## src/rtl/cplx_requant_pkg.sv

```systemverilog
package cplx_requant_pkg;
    localparam int LANES    = 4;
    localparam int IN_W     = 25;
    localparam int IN_FRAC  = 23;
    localparam int OUT_W    = 16;
    localparam int OUT_FRAC = 15;
    localparam int COMPS    = 2 * LANES;
    localparam int DROP     = IN_FRAC - OUT_FRAC;
    localparam int SUM_W    = IN_W + 1;
    localparam int SH_W     = SUM_W - DROP;

    typedef enum logic {
        SLOT_EMPTY  = 1'b0,
        SLOT_LOADED = 1'b1
    } slot_e;
endpackage

```

## src/rtl/cplx_requant_round.sv

```systemverilog
module cplx_requant_round
    import cplx_requant_pkg::*;
(
    input  logic                    clk,
    input  logic                    rst_n,
    input  logic                    load,
    input  logic [IN_W-1:0]         comp_in,
    output logic [SH_W-1:0]         scaled_q
);
    localparam logic [SUM_W-1:0] HALF_LSB = SUM_W'(1) << (DROP - 1);

    logic [SUM_W-1:0] sum_d;
    logic [SH_W-1:0]  scaled_d;

    always_comb begin
        sum_d    = {comp_in[IN_W-1], comp_in} + HALF_LSB;
        scaled_d = SH_W'($signed(sum_d) >>> DROP);
    end

    always_ff @(posedge clk or negedge rst_n) begin
        if (!rst_n)
            scaled_q <= '0;
        else if (load)
            scaled_q <= scaled_d;
    end
endmodule

```

## src/rtl/cplx_requant_clamp.sv

```systemverilog
module cplx_requant_clamp
    import cplx_requant_pkg::*;
(
    input  logic                    clk,
    input  logic                    rst_n,
    input  logic                    load,
    input  logic [SH_W-1:0]         scaled,
    output logic [OUT_W-1:0]        comp_out
);
    localparam logic signed [SH_W-1:0] HI = SH_W'((2 ** (OUT_W - 1)) - 1);
    localparam logic signed [SH_W-1:0] LO = -SH_W'(2 ** (OUT_W - 1));

    logic [OUT_W-1:0] clamp_d;

    always_comb begin
        if ($signed(scaled) > HI)
            clamp_d = HI[OUT_W-1:0];
        else if ($signed(scaled) < LO)
            clamp_d = LO[OUT_W-1:0];
        else
            clamp_d = scaled[OUT_W-1:0];
    end

    always_ff @(posedge clk or negedge rst_n) begin
        if (!rst_n)
            comp_out <= '0;
        else if (load)
            comp_out <= clamp_d;
    end

    assert_pos_clamp_R3: assert property (@(posedge clk) disable iff (!rst_n)
        (load && $signed(scaled) > HI) |=> comp_out == HI[OUT_W-1:0]);

    assert_neg_clamp_R4: assert property (@(posedge clk) disable iff (!rst_n)
        (load && $signed(scaled) < LO) |=> comp_out == LO[OUT_W-1:0]);

    assert_in_range_R1: assert property (@(posedge clk) disable iff (!rst_n)
        (load && $signed(scaled) <= HI && $signed(scaled) >= LO)
        |=> $signed(comp_out) == $signed($past(scaled)));

    assert_hold_R8: assert property (@(posedge clk) disable iff (!rst_n)
        !load |=> $stable(comp_out));
endmodule

```

## src/rtl/cplx_requant_vld_pipe.sv

```systemverilog
module cplx_requant_vld_pipe
    import cplx_requant_pkg::*;
(
    input  logic clk,
    input  logic rst_n,
    input  logic vld_in,
    output logic mid_vld,
    output logic vld_out
);
    slot_e stage1_q, stage2_q;

    always_ff @(posedge clk or negedge rst_n) begin
        if (!rst_n) begin
            stage1_q <= SLOT_EMPTY;
            stage2_q <= SLOT_EMPTY;
        end else begin
            stage1_q <= vld_in ? SLOT_LOADED : SLOT_EMPTY;
            stage2_q <= stage1_q;
        end
    end

    always_comb begin
        mid_vld = (stage1_q == SLOT_LOADED);
        vld_out = (stage2_q == SLOT_LOADED);
    end

    assert_latency_hi_R6: assert property (@(posedge clk) disable iff (!rst_n)
        vld_in |-> ##2 vld_out);

    assert_latency_lo_R6: assert property (@(posedge clk) disable iff (!rst_n)
        !vld_in |-> ##2 !vld_out);
endmodule

```

## src/rtl/cplx_requant_top.sv

```systemverilog
module cplx_requant_top
    import cplx_requant_pkg::*;
(
    input  logic                    clk,
    input  logic                    rst_n,
    input  logic                    in_vld,
    input  logic [LANES*IN_W-1:0]   in_re,
    input  logic [LANES*IN_W-1:0]   in_im,
    output logic                    out_vld,
    output logic [LANES*OUT_W-1:0]  out_re,
    output logic [LANES*OUT_W-1:0]  out_im
);
    logic                       mid_vld;
    logic [COMPS*IN_W-1:0]      comp_in_bus;
    logic [COMPS*OUT_W-1:0]     comp_out_bus;

    assign comp_in_bus = {in_im, in_re};
    assign out_re      = comp_out_bus[LANES*OUT_W-1:0];
    assign out_im      = comp_out_bus[COMPS*OUT_W-1:LANES*OUT_W];

    cplx_requant_vld_pipe u_vld (
        .clk     (clk),
        .rst_n   (rst_n),
        .vld_in  (in_vld),
        .mid_vld (mid_vld),
        .vld_out (out_vld)
    );

    for (genvar c = 0; c < COMPS; c++) begin : g_comp
        logic [SH_W-1:0] scaled;

        cplx_requant_round u_round (
            .clk      (clk),
            .rst_n    (rst_n),
            .load     (in_vld),
            .comp_in  (comp_in_bus[c*IN_W +: IN_W]),
            .scaled_q (scaled)
        );

        cplx_requant_clamp u_clamp (
            .clk      (clk),
            .rst_n    (rst_n),
            .load     (mid_vld),
            .scaled   (scaled),
            .comp_out (comp_out_bus[c*OUT_W +: OUT_W])
        );
    end

    assert_reset_R7: assert property (@(posedge clk)
        !rst_n |-> (!out_vld && out_re == '0 && out_im == '0));
endmodule

```

## config.mk

```make
export PLATFORM = sky130hd
export DESIGN_NAME = cplx_requant_top
export DESIGN_NICKNAME = d
export VERILOG_FILES = /design/src/rtl/cplx_requant_pkg.sv /design/src/rtl/cplx_requant_round.sv /design/src/rtl/cplx_requant_clamp.sv /design/src/rtl/cplx_requant_vld_pipe.sv /design/src/rtl/cplx_requant_top.sv
export SDC_FILE = /design/constraint.sdc
export NUM_CORES = 1
export LEC_CHECK = 0
export BUFFER_PORTS_ARGS = -buffer_cell sky130_fd_sc_hd__buf_2
export CELL_PAD_IN_SITES_DETAIL_PLACEMENT = 1
export CELL_PAD_IN_SITES_GLOBAL_PLACEMENT = 2
export CORE_UTILIZATION = 34
export CTS_BUF_LIST = sky130_fd_sc_hd__clkbuf_8
export DETAILED_ROUTE_END_ITERATION = 16
export HOLD_SLACK_MARGIN = 0.03
export PLACE_DENSITY = 0.88
export SYNTH_ARGS = -nofsm -noshare
export SYNTH_HDL_FRONTEND = slang
export SYNTH_SLANG_ARGS = --single-unit
```

## constraint.sdc

```tcl
create_clock -name clk -period 2.28 [get_ports clk]
set_clock_uncertainty 0.1 [all_clocks]
set_input_delay 0 -clock clk [delete_from_list [all_inputs] [get_ports clk]]
set_output_delay 0 -clock clk [all_outputs]
set_load 0.02 [all_outputs]
```

==> qor.txt <==
status = finished with violations
failing checks = setup timing
Root Buffer = clkbuf_8
Fmax = 407 MHz
crit share post-route = 108%
Power Density = 691 mW/mm^2
library cells used by synthesis = 48
DR DRC count = 0
Top cell by count, worst path = dlygate4sd3_1
R2R cell count = 4
hpwl dp = 32.0 mm
reg2reg start = g_comp[5].u_round.scaled_q[15]
worst path cell trace = dlygate4sd3_1 > buf_2 > nand3_1 > buf_6 > nor4_4 > xnor2_1 > dlygate4sd3_1 > a21oi_1 > dlygate4sd3_1
Max-Cap Viols = 0
vias in the first global route = 16600
first-pass GRT wire length = 87.4 mm
hold path start = in_im[60]
Seq/Total Area, Yosys = 44.8%
CTS tree = built
Top FF cell, synth = dfrtp_1
critical path's slowest cell = dlygate4sd3_1
io pins = 332
r2r setup slk = 310 ps
routed wire length per instance = 18.9 um
vias = 14900
clk sinks = 274
layout cells sized above 1 = 30.4%
GR Overflow Total = 0
Post-Synthesis Cell Area = 0.0153 mm^2
Core Region = 0.0443 mm^2
post-route minimum period = 2460 ps
Clk Latency, worst-skew pair = 610 ps
area grow syn2layout = 41.1%
reg-to-reg endpoint = g_comp[5].u_clamp.comp_out[8]
ANT nets after route = 0
Worst-Margin Slew = 1060 ps
Initial Util = 34.6%
CP endpoint kind = register
GP Congestion = 0.867
Ys Warns = 0
Port Buf Inserts = 275
Final Setup Violations = 4
crit-path max FO = 10
clock-pin slew on the worst setup and hold paths = 60 ps
Max VDD drop = 0.380 mV
die width = 214 um
Hold Path Class = input pin to register
worst hold stages = 5
Worst EP required = 2680 ps
Post-synth EDFFs = 0
synthesized flop and latch total = 274
Post-Syn Area per Cell = 9.13 um^2
Setup WS post-layout = -176 ps
Num CTS Buffers = 52
Synth Instances = 1678
Max clock buf depth = 3
Nets = 2442
Pwr Total = 14900 uW
total nets after synthesis = 1889
initial antenna violation count = 9
GRT Resource Usage Total = 23.4%
detailed-route vias per instance = 5.18
Die Height = 214 um
fillcell total = 5159
Worst Hold End = g_comp[6].u_round.scaled_q[15]
H-tree depth = 2
Worst setup SP type = input pin
row cnt = 77
Crit path largest cell delay = 610 ps
slew margin rel. = 29.1%
WS Path Type = input pin to register
1st-pass router iterations = 4
Final Hold Viols = 0
1st-iter DRT viols = 655
fin. max-slew vios = 0
Worst Path Arrival = 2860 ps
largest net degree at the start of global routing = 104
routed wire length = 54.3 mm
Finished Core Util = 48.8%
DIE AREA = 0.0459 mm^2
unrepaired setup endpoints after global routing = yes
LEAKAGE = 0.00896 uW
ys async rst share = 100%
critical path, delay by kind of cell:
family / cells / cell delay [ps]
buffers and inverters: 5 / 2130
and+or+nand+nor: 2 / 470
xor gates and xnor gates: 1 / 180
AOI/OAI and AO/OA: 1 / 80
synthesized netlist by cell type, types with 3 or more instances:
master	number	share of area (%)
clkbuf_1	105	2.6
nor2_1	214	5.2
a31o_2	5	0.29
nor4_1	31	1.3
a31oi_1	17	0.69
xnor2_1	76	4.3
or3_1	9	0.37
and4_1	5	0.29
nor3_1	25	0.82
and3_1	8	0.33
nand3_1	49	1.6
o31ai_1	4	0.20
nand2_1	160	3.9
o21ba_2	75	4.9
nand4_1	32	1.3
or2_2	48	2.0
a21oi_1	266	8.7
ha_1	8	0.65
and2_1	7	0.29
dfrtp_1	274	45
a221o_1	3	0.20
a22o_1	3	0.17
o21ai_0	14	0.46
xor2_1	24	1.4
mux2_2	136	10
buf_1	11	0.27
or4_1	4	0.20
mux2i_1	6	0.39
inv_1	34	0.83
layer usage:
layer	wire [um]	part of all wire [%]	GRT usage, %
met3	2510	4.6	5.18
met5	0	0	0
met2	27900	51	41.5
met1	21900	40	26.9
met4	1950	3.6	10.3
logic make-up after synthesis:
| logic type | after synthesis | synth area share, % |
|---|---|---|
| fa+ha+maj | 8 | 0.654 |
| xor+xnor | 100 | 5.72 |
| flops | 274 | 44.8 |
| simple gates | 608 | 18.7 |
| buf+inv | 150 | 3.68 |
| compound gates | 396 | 16.1 |
| mux | 142 | 10.4 |
stage by stage:
| stage | cells | TNS, ps | worst slack [ps] | hold WS (ps) | instance area (um^2) |
|---|---|---|---|---|---|
| floorplan | 1678 | 0 | 668 | -396 | 15300 |
| global placement | 2472 | 0 | 448 | -105 | 17500 |
| detailed placement | 2472 | 0 | 408 | -108 | 17500 |
| CTS | 2856 | 0 | 1.36 | 42.7 | 21400 |
| global route | 2869 | -382 | -168 | 75.1 | 21600 |
| finish | 2869 | -268 | -176 | 74.3 | 21600 |
layout make-up:
cell class / instances / area [um^2] / area share, %
timing repair buffer: 615 / 4820 / 22.3
sequential: 274 / 6860 / 31.7
inverter: 34 / 128 / 0.591
clock inverter: 30 / 143 / 0.660
multi-input combinational: 1254 / 8060 / 37.3
clock buffer: 61 / 840 / 3.88
tap: 592 / 741 / 3.43
antenna: 9 / 22.5 / 0.104
sequential cells by signal (all words and copies together) (netlist names):
name / cells
g_comp.u_clamp.comp_out: 128
g_comp.u_round.scaled_q: 144
u_vld.mid_vld: 1
u_vld.vld_out: 1
how the worst max path moves through the flow:
stage | endpoint | cells past startpoint | slack (ps) | from
finish | g_comp[7].u_round.scaled_q[12] | 9 | -180 | in_im[85]
global route | g_comp[7].u_round.scaled_q[12] | 9 | -170 | in_im[85]
CTS | g_comp[6].u_round.scaled_q[14] | 8 | 1 | in_im[65]
detailed placement | g_comp[5].u_clamp.comp_out[5] | 4 | 410 | g_comp[5].u_round.scaled_q[15]
global placement | g_comp[6].u_clamp.comp_out[14] | 4 | 450 | g_comp[6].u_round.scaled_q[17]
floorplan | g_comp[3].u_clamp.comp_out[0] | 3 | 670 | u_vld.mid_vld
cell usage in the layout, fill, tap and decap left out, types with 5 or more instances in the layout:
cell type and n:
nor3_1 23, clkbuf_8 62, inv_1 60, and2_1 7, o21ba_2 75, mux2i_1 6
a31oi_1 17, or3_1 8, ha_1 7, nor4_2 7, nand4_1 32, nand2_1 158
a31o_2 5, buf_2 270, xor2_1 24, mux2_2 136, buf_4 43, nor2_1 214
and3_1 7, nor4_1 23, diode_2 9, buf_12 9, or2_2 48, a21oi_1 266
o21ai_0 10, dfrtp_1 273, dlygate4sd3_1 286, nand3_1 43, xnor2_1 76
report_power, final:
group	total (uW)	internal [uW]	switching, uW	leakage, uW
clock	4740	2510	2230	0.000603
sequential	6230	5570	660	0.00310
combinational	3970	1860	2110	0.00526
total	14900	9940	5000	0.00896
repair_timing:
action                                  CTS  global route
resized for setup                         0            41
endpoints found under the hold margin   419             2
setup buffers                             0             8
hold buffers                            293             3
endpoints found under the setup margin    0            24
Power figures use the tool's default switching activity.
